[src/rtl/coin_change_sel.sv]
module coin_change_sel #(
  parameter int DW = 2,
  parameter int NW = 3
) (
  input  logic          clk,
  input  logic          rst,
  input  logic          req,
  input  logic [DW-1:0] dime_cnt,
  input  logic [NW-1:0] nick_cnt,
  output logic [DW-1:0] out_dimes,
  output logic [NW-1:0] out_nickels,
  output logic          no_chg,
  output logic          valid
);
  localparam logic [DW-1:0] D1 = DW'(1);
  localparam logic [DW-1:0] D2 = DW'(2);
  localparam logic [NW-1:0] N1 = NW'(1);
  localparam logic [NW-1:0] N3 = NW'(3);
  localparam logic [NW-1:0] N5 = NW'(5);

  logic opt_a, opt_b, opt_c;
  logic [DW-1:0] sel_d;
  logic [NW-1:0] sel_n;

  assign opt_a = (dime_cnt >= D2) && (nick_cnt >= N1);
  assign opt_b = (dime_cnt >= D1) && (nick_cnt >= N3);
  assign opt_c = (nick_cnt >= N5);

  assign sel_d = opt_a ? D2 : (opt_b ? D1 : '0);
  assign sel_n = opt_a ? N1 : (opt_b ? N3 : (opt_c ? N5 : '0));

  always_ff @(posedge clk) begin
    if (rst) begin
      out_dimes   <= '0;
      out_nickels <= '0;
      no_chg      <= 1'b0;
      valid       <= 1'b0;
    end else begin
      valid <= req;
      if (req) begin
        out_dimes   <= sel_d;
        out_nickels <= sel_n;
        no_chg      <= !(opt_a || opt_b || opt_c);
      end
    end
  end


  valid_follow_chk: assert property (@(posedge clk) disable iff (rst)
    req |=> valid);

  valid_drop_chk: assert property (@(posedge clk) disable iff (rst)
    !req |=> !valid);

  nochg_zero_chk: assert property (@(posedge clk) disable iff (rst)
    no_chg |-> (out_dimes == '0 && out_nickels == '0));

  value_chk: assert property (@(posedge clk) disable iff (rst)
    (valid && !no_chg) |-> (int'(out_dimes) * 10 + int'(out_nickels) * 5 == 25));

  supply_chk: assert property (@(posedge clk) disable iff (rst)
    req |=> (out_dimes <= $past(dime_cnt) && out_nickels <= $past(nick_cnt)));

  dime_first_chk: assert property (@(posedge clk) disable iff (rst)
    (req && dime_cnt >= D2 && nick_cnt >= N1) |=> (out_dimes == D2));

  hold_chk: assert property (@(posedge clk) disable iff (rst)
    !req |=> ($stable(out_dimes) && $stable(out_nickels) && $stable(no_chg)));
endmodule

[config.mk]
export PLATFORM = sky130hd
export DESIGN_NAME = coin_change_sel
export DESIGN_NICKNAME = d
export VERILOG_FILES = /design/src/rtl/coin_change_sel.sv
export SDC_FILE = /design/constraint.sdc
export NUM_CORES = 1
export LEC_CHECK = 0
export ABC_AREA = 1
export BUFFER_PORTS_ARGS = -buffer_cell sky130_fd_sc_hd__buf_2
export CORE_AREA = 3 3 40 42
export DETAILED_ROUTE_END_ITERATION = 6
export DIE_AREA = 0 0 43 45
export PLACE_DENSITY = 0.52
export RECOVER_POWER = 100
export SETUP_SLACK_MARGIN = 0.05
export SLEW_MARGIN = 25
export SYNTH_ARGS = -nofsm -noshare
export SYNTH_HDL_FRONTEND = slang
export SYNTH_SLANG_ARGS = --single-unit
[constraint.sdc]
create_clock -name clk -period 1.3 [get_ports clk]
set_input_delay 0.26 -clock clk [delete_from_list [all_inputs] [get_ports clk]]
set_output_delay 0.26 -clock clk [all_outputs]
set_load 0.02 [all_outputs]
==> impl_results.md <==
* Clock skew at 0 ps
* Slowest cell delay on critical path at 340 ps
* Final-report max-slew violation count at 0
* Post-synth top area share at 45.3%
* Slowest-stage cell, CP: dfxtp_1
* Area Growth Syn to Fin at 34.4%
* ANT cells at 0
* Design Area, Final at 357 um2
* DP Area at 347 um2
* #FFs+latches synth at 6
* Hold depth at 2
* Crit path buf inv count at 1
* Router iterations before antenna repair at 2
* Final hold vios at 0
* Hold Path Class: in -> reg
* Port Buf Inserts at 14
* RePlAce Congestion at 0.720
* Final WS setup at 229 ps
* Tightest Pin Transition at 254 ps
* Post-DR vias/cell at 4.16
* Unrepaired setup endpoints after global routing: no
* Number of fill cells at 154
* Outcome: finished clean
* CTS tree: built
* CP Capture Type: primary output
* Worst reg2reg path depth at 2
* Critical path class: reg -> out
* # H-tree levels at 1
* Clock Path Buffers at 2
* Worst path required time at 1040 ps
* Share of layout cells above drive strength 1 at 20.4%
* Hold EP: no_chg
* Clk sinks at 6
* Remaining DRCs at 0
* Yosys warnings at 0
* Syn nets at 46
* Register area share after synthesis at 45.3%
* Fin cells at 69
* CTS Hold Bufs at 0
* Chip width at 43 um
* Final period util at 82.4%
* Post-synth EDFFs at 0
* CTS resizes at 0
* CP max FO at 3
* Critical Path Start: out_dimes[0]
* Vias in the first global route at 233
* Global Route Usage Sum at 6.34%
* Rows at 13
* Final worst path period need at 1070 ps
* Area of the multi-input gates at 113 um2
* Initial DRC Count at 7
* Finished Core Util at 27.8%
* GRT overflow at 0
* Final Setup Violations at 0
* Setup Total Neg Slack at 0 ps
* Sequential Area at 120 um2
* Initial core utilization at 20.6%
* FF-to-FF Start: out_nickels[0]
* Worst path cell trace: clkbuf_1
* Most frequent cell after synthesis: nand2_1
* Max_cap viols at 0
* Clock slew at reported path FFs at 50 ps
* WL/cell at 8.32 um
* Vias post-DR at 287
* Routed WL at 574 um
* Io pins at 15
* Syn_area_per_cell at 6.98 um2
* Area contributors post-synth: dfxtp_1 45%, nand2_1 13%, inv_1 7.1%
* Commonest cells post-synth: 9 x nand2_1, 6 x dfxtp_1, 5 x inv_1, 5 x nor2_1, 3 x a21oi_1
* Die area at 0.00194 mm2
* Pleak at 0.000170 uW
* ANT nets after route at 0
* Pwr Density at 1230 mW/mm2
* Largest net degree at the start of global routing at 7
* Netlist Area Pre-Place at 265 um2
* Root buffer cell: clkbuf_4
* Pre-CTS setup slack at 385 ps
* First-pass GRT wire length at 876 um
* Placed wire-length estimate at 471 um
* Hold Startpoint: rst
* Cell variety after synth at 13
* Worst skew pair latency at 240 ps
* Final #Nets at 64
* Core area at 0.00128 mm2
* Die height at 45 um
* RR Endpoint: out_nickels[0]
* CP Depth at 1
* Antenna violations before repair at 0
* Synth area leader: dfxtp_1
* Dpl cells at 66
* VDD IR max at 0.482 mV
* FFs w/ async S/R, synth at 0%
* Synth Flop Type: dfxtp_1
* Rel. slew slack at 83.2%
* Inserted Clock Buffers at 3
* Critical Path Source Type: flop
* CP delay by family, top: flip-flops
* Reg2reg setup slack at 670 ps
* Fmax at 0.934 GHz
* Arrival time of the worst setup path at 810 ps
* # Post-CTS Setup Buffers at 0
* Synthesized netlist cell count at 38
[per-layer routing]
metal | global-route usage, % | wire (um) | vias up
li1 | - | - | 151
met1 | 6.54 | 244 | 123
met2 | 10.2 | 260 | 11
met3 | 3.59 | 54 | 2
met4 | 3.61 | 13 | 0
met5 | 0 | 0 | -
[flip-flops by register name (all words and copies together) (netlist names)]
signal / flops
no_chg: 1
out_dimes: 2
out_nickels: 2
valid: 1
[layout make-up]
| class | instances | area share, % |
|---|---|---|
| multi-input combinational | 25 | 31.6 |
| clock buffer | 3 | 6.32 |
| inverter | 6 | 6.32 |
| sequential | 6 | 33.7 |
| tap | 15 | 5.26 |
| timing repair buffer | 14 | 16.8 |
[kinds of logic (layout without fill, tap and decap cells)]
| family | Yosys count | in the layout | synth area share (%) |
|---|---|---|---|
| DFF | 6 | 6 | 45.3 |
| and+or+nand+nor | 18 | 18 | 28.3 |
| buffers and inverters | 7 | 23 | 11.3 |
| AOI/OAI and AO/OA | 7 | 7 | 15.1 |
[layout by cell type, fill, tap and decap left out]
cell type	count
a21oi_1	3
a21oi_2	1
a31oi_1	1
buf_2	6
clkbuf_1	8
clkbuf_4	3
dfxtp_1	6
inv_1	6
nand2_1	10
nand3_1	2
nor2_1	5
nor2_2	1
o21ai_0	2
[where the power goes]
group / switching, uW / total [uW] / leakage (uW) / internal, uW
combinational: 46.7 / 69.8 / 0.000107 / 23.1
clock: 65.3 / 170 / 0.0000138 / 104
sequential: 4.36 / 199 / 0.0000495 / 195
total: 116 / 439 / 0.000170 / 322
[per-stage QoR]
step	hold WS [ps]	power [uW]
after detailed placement	457	278
after CTS	238	450
final	238	439
after global placement	455	277
after global routing	239	469
after floorplan	322	248
[worst max path at each step]
stage	end	slack (ps)
floorplan	out_nickels[1]	420
global placement	no_chg	390
detailed placement	no_chg	380
CTS	out_nickels[1]	290
global route	out_nickels[1]	170
finish	out_nickels[1]	230
No activity file was read; power rests on OpenSTA's default activity.
